`src/rtl/rank_stats_pkg.sv`:
```
package rank_stats_pkg;
  typedef enum logic [1:0] {
    ST_IDLE  = 2'd0,
    ST_ACC   = 2'd1,
    ST_SETTL = 2'd2,
    ST_DONE  = 2'd3
  } rs_state_e;

  localparam logic [1:0] SEL_MEAN   = 2'b00;
  localparam logic [1:0] SEL_FIRST  = 2'b01;
  localparam logic [1:0] SEL_SECOND = 2'b10;
  localparam logic [1:0] SEL_THIRD  = 2'b11;
endpackage

```
`src/rtl/rs_ctrl.sv`:
```
module rs_ctrl
  import rank_stats_pkg::*;
(
  input  logic clk,
  input  logic rst,
  input  logic start,
  input  logic last,
  output logic load,
  output logic take,
  output logic ready
);
  rs_state_e state_q, state_d;

  // A start pulse is honoured only outside a burst.
  assign load = start && (state_q == ST_IDLE || state_q == ST_DONE);
  assign take = (state_q == ST_ACC);

  always_comb begin
    state_d = state_q;
    case (state_q)
      ST_IDLE:  if (load) state_d = ST_ACC;
      ST_ACC:   if (last) state_d = ST_SETTL;
      ST_SETTL: state_d = ST_DONE;
      ST_DONE:  if (load) state_d = ST_ACC;
      default:  state_d = ST_IDLE;
    endcase
  end

  always_ff @(posedge clk) begin
    if (rst) begin
      state_q <= ST_IDLE;
      ready   <= 1'b0;
    end else begin
      state_q <= state_d;
      ready   <= (state_d == ST_DONE);
    end
  end
endmodule

```
`src/rtl/rs_accum.sv`:
```
module rs_accum #(
  parameter int DATA_W = 8,
  parameter int CNT_W  = 3
) (
  input  logic                    clk,
  input  logic                    rst,
  input  logic                    load,
  input  logic                    take,
  input  logic [DATA_W-1:0]       sample,
  output logic [DATA_W+CNT_W-1:0] total,
  output logic                    last
);
  localparam int SUM_W = DATA_W + CNT_W;
  localparam logic [CNT_W-1:0] CNT_LAST = {CNT_W{1'b1}};

  logic [CNT_W-1:0] cnt_q;
  logic [SUM_W-1:0] ext;

  assign ext  = {{CNT_W{1'b0}}, sample};
  assign last = take && (cnt_q == CNT_LAST);

  always_ff @(posedge clk) begin
    if (rst) begin
      total <= '0;
      cnt_q <= '0;
    end else if (load) begin
      total <= ext;
      cnt_q <= {{(CNT_W-1){1'b0}}, 1'b1};
    end else if (take) begin
      total <= total + ext;
      cnt_q <= cnt_q + 1'b1;
    end
  end
endmodule

```
`src/rtl/rs_ranker.sv`:
```
module rs_ranker #(
  parameter int DATA_W = 8,
  parameter int RANKS  = 3
) (
  input  logic              clk,
  input  logic              rst,
  input  logic              load,
  input  logic              take,
  input  logic [DATA_W-1:0] sample,
  output logic [DATA_W-1:0] rank_q [RANKS]
);
  logic [DATA_W-1:0] base   [RANKS];
  logic [DATA_W-1:0] rank_d [RANKS];
  logic [RANKS-1:0]  above;

  for (genvar g = 0; g < RANKS; g++) begin : g_slot
    assign base[g]  = load ? '0 : rank_q[g];
    assign above[g] = sample > base[g];
    if (g == 0) begin : g_top
      assign rank_d[g] = above[g] ? sample : base[g];
    end else begin : g_low
      assign rank_d[g] = !above[g]   ? base[g]   :
                         above[g-1]  ? base[g-1] : sample;
    end

    always_ff @(posedge clk) begin
      if (rst)
        rank_q[g] <= '0;
      else if (load || take)
        rank_q[g] <= rank_d[g];
    end
  end
endmodule

```
`src/rtl/rank_stats.sv`:
```
module rank_stats
  import rank_stats_pkg::*;
#(
  parameter int DATA_W = 8,
  parameter int CNT_W  = 3
) (
  input  logic              clk,
  input  logic              rst,
  input  logic              start,
  input  logic [DATA_W-1:0] sample,
  input  logic [1:0]        sel,
  output logic [DATA_W-1:0] result,
  output logic              ready
);
  localparam int SUM_W = DATA_W + CNT_W;
  localparam int RANKS = 3;

  logic              load, take, last;
  logic [SUM_W-1:0]  total;
  logic [DATA_W-1:0] ranks [RANKS];
  logic [DATA_W-1:0] mean;
  logic [DATA_W-1:0] pick;

  rs_ctrl u_ctrl (
    .clk(clk), .rst(rst), .start(start), .last(last),
    .load(load), .take(take), .ready(ready)
  );

  rs_accum #(.DATA_W(DATA_W), .CNT_W(CNT_W)) u_accum (
    .clk(clk), .rst(rst), .load(load), .take(take),
    .sample(sample), .total(total), .last(last)
  );

  rs_ranker #(.DATA_W(DATA_W), .RANKS(RANKS)) u_rank (
    .clk(clk), .rst(rst), .load(load), .take(take),
    .sample(sample), .rank_q(ranks)
  );

  assign mean = total[SUM_W-1:CNT_W];

  always_comb begin
    case (sel)
      SEL_MEAN:   pick = mean;
      SEL_FIRST:  pick = ranks[0];
      SEL_SECOND: pick = ranks[1];
      default:    pick = ranks[2];
    endcase
  end

  always_ff @(posedge clk) begin
    if (rst) result <= '0;
    else     result <= pick;
  end
endmodule

```
`config.mk`:
```
export PLATFORM = sky130hd
export DESIGN_NAME = rank_stats
export DESIGN_NICKNAME = d
export VERILOG_FILES = /design/src/rtl/rank_stats_pkg.sv /design/src/rtl/rs_ctrl.sv /design/src/rtl/rs_accum.sv /design/src/rtl/rs_ranker.sv /design/src/rtl/rank_stats.sv
export SDC_FILE = /design/constraint.sdc
export NUM_CORES = 1
export LEC_CHECK = 0
export ABC_AREA = 1
export BUFFER_PORTS_ARGS = -buffer_cell sky130_fd_sc_hd__buf_2
export CAP_MARGIN = 40
export CORE_AREA = 4 4 114 72
export DETAILED_ROUTE_END_ITERATION = 10
export DIE_AREA = 0 0 118 76
export PLACE_DENSITY = 0.66
export SYNTH_ARGS = -nofsm -noshare
export SYNTH_HDL_FRONTEND = slang
export SYNTH_SLANG_ARGS = --single-unit
```
`constraint.sdc`:
```
create_clock -name clk -period 2.83 [get_ports clk]
set_clock_uncertainty 0.15 [all_clocks]
set_input_delay 0.7075 -clock clk [delete_from_list [all_inputs] [get_ports clk]]
set_output_delay 0.7075 -clock clk [all_outputs]
set_load 0.02 [all_outputs]
```
Word level (Yosys, flattened, before mapping)
Cells that the tools add are included.
{ "classes": {"add_sub_neg": 2, "magnitude_cmp": 3, "reduce_logical": 9, "muxes": 16, "n_eq_ne": 7} }
{ "op_table": {"columns": ["operator", "n"], "rows": [
  ["$mux 8", 10],
  ["$gt 8x8->1", 3],
  ["$pmux 8 s3", 1],
  ["$add 11x8->11", 1],
  ["$eq 2x2->1 const B", 4],
  ["$pmux 2 s3", 1],
  ["$eq 2x1->1 const B", 2],
  ["$logic_not 2->1", 2],
  ["$mux 2", 2],
  ["$reduce_or 2->1", 2],
  ["$add 3x1->3 const B", 1],
  ["$eq 3x3->1 const B", 1],
  ["$logic_and 1x1->1", 2],
  ["$logic_or 1x1->1", 2],
  ["$mux 1", 2],
  ["$reduce_bool 2->1", 1]
]} }
{ "totals": {"in_bits": 13, "output_inout_bits": 9, "regBits": 49} }

Depth between registers and ports, before layout
{ "logic_depth": {"depth_word": 7, "depth_mapped": 20, "ltp_nobuf": 18} }

Modules after synthesis
From an unflattened synthesis, not the netlist that was laid out.
{ "unflattened": {"hier_cells": 581, "hier_area_um2": 3878.7} }
{ "by_module_without_submodules": {"columns": ["mod", "area_per_inst_um2", "cells_per_inst", "instances", "seq_area_each_um2"], "rows": [
  ["rs_ranker", 2165.8, 326, 1, 480.5],
  ["rs_accum", 1079.8, 152, 1, 280.3],
  ["rank_stats", 471.7, 79, 1, 160.2],
  ["rs_ctrl", 161.4, 24, 1, 60.1]
]} }

Worst setup path before layout
OpenSTA, ideal clock, no wires.
{ "synth_path": {"path_type": "input-to-reg", "from": "input port start", "to": "register u_rank.rank_q[15] (netlist name)", "path_stages": 18, "t_arrival_ns": 2.237, "setup_slack_ns": 0.312, "setup_ns": 0.131, "path_cell_list": "nand2_1 > inv_2 > buf_2 > nor2_1 > inv_1 > ha_1 > nand2_1 > inv_1 > nand2_1 > nand2_1 > nand2_1 > nand2_1 > nand2_2 > inv_2 > buf_6 > nand3_2 > nand2_1 > a21oi_2"} }
{ "synth_between": {"elab_chain_cells": 5} }
{ "synth_lines": {"columns": ["item", "line_no", "source"], "rows": [
  ["start: declaration", "rank_stats.sv:9", "input logic start,"],
  ["$logic_and 1x1->1 *", "rs_ctrl.sv:15", "assign load = start && (state_q == ST_IDLE || state_q == ST_DONE);"],
  ["$mux 8", "rs_ranker.sv:17", "assign base[g] = load ? '0 : rank_q[g];"],
  ["$gt 8x8->1", "rs_ranker.sv:18", "assign above[g] = sample > base[g];"],
  ["$mux 8", "rs_ranker.sv:23", "above[g-1] ? base[g-1] : sample;"],
  ["$mux 8", "rs_ranker.sv:22", "assign rank_d[g] = !above[g] ? base[g] :"],
  ["end signal: indexed assignment", "rs_ranker.sv:30", "rank_q[g] <= rank_d[g];"],
  ["end: declaration", "rs_ranker.sv:10", "output logic [DATA_W-1:0] rank_q [RANKS]"]
]} }
Every way passes the cells marked *; elsewhere a longest branch is shown, timed or not.
A chain may end at the register's enable or synchronous reset.

Worst setup path in the final report
{ "layout_path": {"from": "register u_ctrl.state_q[0]", "to": "register u_rank.rank_q[4] (netlist name)"} }
{ "layout_between": {"elab_chain_cells": 7} }
{ "layout_lines": {"columns": ["item", "line_no", "source"], "rows": [
  ["start: declaration", "rs_ctrl.sv:12", "rs_state_e state_q, state_d;"],
  ["start signal: assignment", "rs_ctrl.sv:34", "state_q <= state_d;"],
  ["$eq 2x2->1 / $logic_not 2->1 (equally long branches)", "rs_ctrl.sv:15", null],
  ["$logic_or 1x1->1", "rs_ctrl.sv:15", null],
  ["$logic_and 1x1->1", "rs_ctrl.sv:15", null],
  ["$mux 8", "rs_ranker.sv:17", null],
  ["$gt 8x8->1", "rs_ranker.sv:18", null],
  ["$mux 8", "rs_ranker.sv:23", null],
  ["$mux 8", "rs_ranker.sv:22", null]
]} }
Parallel ways exist; a longest one is shown, timed or not.

==> results by group <==
Final layout
  – Diode count: 0
  – Area delta synth->final: 13.2%
  – Fraction of layout cells with a size suffix above 1: 0.161
  – Fin util: 0.565
  – Final cell count without fillers: 638
  – Number of nets in the layout: 596

Drt
  – Routed WL: 10.7 mm
  – ANT nets after route: 0
  – DRT Pass-1 Iters: 5
  – DRC: 0
  – Via density per instance: 5.60
  – Initial DRC count: 337
  – WL/cell: 16.8 um
  – DR vias: 3,574

Pwr
  – Clock power share: 0.164
  – NetSw: 2.15 mW
  – Switching share of power: 0.484
  – Combinational share of power: 0.576
  – P_int: 2.29 mW
  – Leak: 1.98 nW
  – PD cells: 1100 mW/mm^2
  – Reg power frac: 0.259
  – Maximum vdd ir drop: 527 uV

Yosys
  – Syn Area/Cell: 6.89 sq um
  – Top post-synthesis cells by area: dfxtp_1 (27%), nand2_1 (13%), ha_1 (13%), a21oi_1 (7.6%), inv_1 (7.6%)
  – Dominant synthesized flop cell: dfxtp_1
  – Mapped Cells: 518
  – Post-synth ARST share: 0
  – Yosys top cell by area: dfxtp_1
  – Top-area cell type share of the netlist area: 0.275
  – Syn nets: 568
  – Synth Warn #: 0
  – Distinct cell type count after synthesis: 39
  – Synth Register Bits: 49
  – Post-synth EDFFs: 0
  – Register area share after synthesis: 0.275
  – Mapped cell area: 0.00357 sq mm

CTS
  – H-tree depth: 2
  – Inserted Clock Buffers: 5
  – Clk buf depth: 2
  – Post-CTS Resized: 0
  – CTS tree: done
  – Clk_lat worst skew: 0.30 ns
  – Hold Buf Count CTS: 0
  – Root Buffer: clkbuf_16
  – Reg clk slew, reported paths: 0.07 ns
  – # Post-CTS Setup Buffers: 0
  – # clock sinks: 49

STA
  – RSZ-0062 raised after global routing: no
  – Final Hold Violating Endpoints: 0
  – WHS: 0.323 ns
  – # setup viols final: 0
  – F_max: 375 MHz
  – Tmin final: 2.66 ns
  – Period utilization: 0.941
  – Count of pins over their slew limit: 0
  – Max-slew headroom: 0.462
  – Actual slew at the worst max-slew pin: 0.806 ns

GRT
  – Largest net degree at the start of global routing: 32
  – Vias in the first global route: 3,184
  – Met3 usage: 0.0519
  – Met1 Usage GRT: 0.372
  – Total gr overflow: 0
  – First-pass GRT wire length: 16.8 mm
  – Gr busiest metal: met1
  – Initial antenna violation count: 0
  – Met2 Usage GRT: 0.327
  – GRT Util Overall: 0.236

Critical path
  – Crit path max fanout: 16
  – Most Frequent Cell on Critical Path: nand2_1
  – Crit path DAT: 2.75 ns
  – Setup crit end kind: flop
  – Worst path slowest cell: ha_1
  – Req. time, crit path: 2.91 ns
  – Worst setup path class: flop to flop
  – Cells along the critical path: inv_1 -> ha_1 -> nand2_4 -> buf_12 -> nand2_1 -> ha_1 -> nand2_1 -> inv_1 -> nand2_1 -> nand2_1 -> nand2_1 -> nand2_1 -> nand2_2 -> buf_6 -> nand2_1 -> nand3_1 -> a21oi_1
  – CP peak stage delay: 0.34 ns
  – CP bufs+invs: 4
  – CP top delay family: simple AND/OR/NAND/NOR gates
  – Critical Path Source Type: flop

Outcome
  – Run status: complete, no violations

Placed design
  – Placed cells: 630
  – Port Buf Inserts: 21
  – Final RePlAce weighted congestion: 0.997
  – HPWL Detailed: 8.09 mm

Min path
  – Min-delay worst type: flop to flop

Run
  – Max-cap viol count: 0

Floorplanning
  – Die ar.: 0.00897 sq mm
  – Die H: 76 um
  – Ports: 22
  – Initial core utilization: 0.500
  – Core Region: 0.00715 sq mm
  – Die W: 118 um
  – Rows: 24
==> worst reg2reg max path, stage by stage (launching register included) <==
cell,delay [ns]
dfxtp_1,0.33
inv_1,0.07
ha_1,0.34
nand2_4,0.11
buf_12,0.16
nand2_1,0.10
ha_1,0.32
nand2_1,0.06
inv_1,0.07
nand2_1,0.05
nand2_1,0.06
nand2_1,0.06
nand2_1,0.08
nand2_2,0.09
buf_6,0.17
nand2_1,0.08
nand3_1,0.13
a21oi_1,0.16
==> metal layers <==
layer	vias up	share of wire
li1	1776	-
met1	1659	0.51
met2	132	0.40
met3	7	0.088
met4	0	0.0053
met5	-	0
==> flip-flops by register name, summed over array words and instances (netlist names) <==
signal / count
u_ctrl.state_q: 2
result: 8
u_accum.cnt_q: 3
u_ctrl.ready: 1
u_rank.rank_q: 24
u_accum.total: 11
==> power groups by stage <==
stage | Sequential, mW | Clock, mW | Combinational, mW
detailed placement | 1.16 | 0 | 2.43
finish | 1.15 | 0.728 | 2.55
floorplan | 1.11 | 0 | 1.82
global placement | 1.15 | 0 | 2.38
global route | 1.18 | 0.771 | 2.84
CTS | 1.14 | 0.737 | 2.44
==> kinds of logic (layout without fill, tap and decap cells) <==
family,Yosys count,count (layout),synth area share
adders and majority gates,37,37,0.132
buffers and inverters,94,123,0.110
xor gates and xnor gates,5,5,0.0123
DFF,49,49,0.275
and+or+nand+nor,212,212,0.261
AOI/OAI and AO/OA,121,121,0.211
==> stage by stage <==
stage,worst slack (ns),power (mW),setup TNS (ns),instance area [sq um]
floorplan,0.312,2.92,0,3570
global placement,0.00211,3.53,0,3810
detailed placement,-0.0661,3.58,-0.432,3810
CTS,0.0309,4.32,0,3990
global route,0.00470,4.79,0,4040
finish,0.166,4.43,0,4040
==> Yosys cell counts, types with 2 or more instances <==
master and number:
a21oi_2 8, a211oi_1 3, nand3_1 33, xor2_1 5
nand2_4 2, a21oi_1 54, o221ai_1 3, nand2_1 124
dfxtp_1 49, clkbuf_1 8, nand4_1 3, nor3_1 3
nor2_4 2, o21ai_2 7, nand2_2 9, inv_2 5
ha_1 36, nor2_1 32, buf_6 2, o211ai_1 9
buf_2 6, inv_1 72, o2111ai_1 6, a21o_1 3
o21ai_0 20
==> final timing paths <==
check	slack (ns)	startpoint	endpoint	depth (start not counted)
worst min-delay path	0.32	u_accum.cnt_q[1]	u_accum.cnt_q[1]	2
worst max register to register	0.17	u_ctrl.state_q[0]	u_rank.rank_q[4]	17
worst max-delay path	0.17	u_ctrl.state_q[0]	u_rank.rank_q[4]	17
worst min register to register	0.32	u_accum.cnt_q[1]	u_accum.cnt_q[1]	2
==> layout by cell type, fill, tap and decap left out, types with 2 or more instances in the layout <==
cell type / synthesis / final
nor2_2: 1 / 4
o211ai_1: 9 / 9
a211oi_1: 3 / 3
nand4_1: 3 / 3
nand2_4: 2 / 2
ha_1: 36 / 36
a21o_1: 3 / 3
o21ai_2: 7 / 7
buf_2: 6 / 21
inv_1: 72 / 72
o2111ai_1: 6 / 6
nor3_1: 3 / 3
a21oi_2: 8 / 8
buf_4: 0 / 15
o21ai_0: 20 / 20
a21oi_1: 54 / 54
clkbuf_16: 0 / 5
inv_2: 5 / 3
xor2_1: 5 / 5
nor2_4: 2 / 2
nand2_2: 9 / 10
nor2_1: 32 / 29
nand2_1: 124 / 122
nand3_1: 33 / 33
o221ai_1: 3 / 3
dfxtp_1: 49 / 49
==> final cells by class <==
| type | instances | area (sq um) |
|---|---|---|
| inverter | 77 | 297 |
| clock inverter | 2 | 37.5 |
| timing repair buffer | 38 | 249 |
| tap | 91 | 114 |
| fill | 688 | 3110 |
| sequential | 49 | 981 |
| multi-input combinational | 375 | 2220 |
| clock buffer | 6 | 139 |
(Power assumes the default switching activity.)
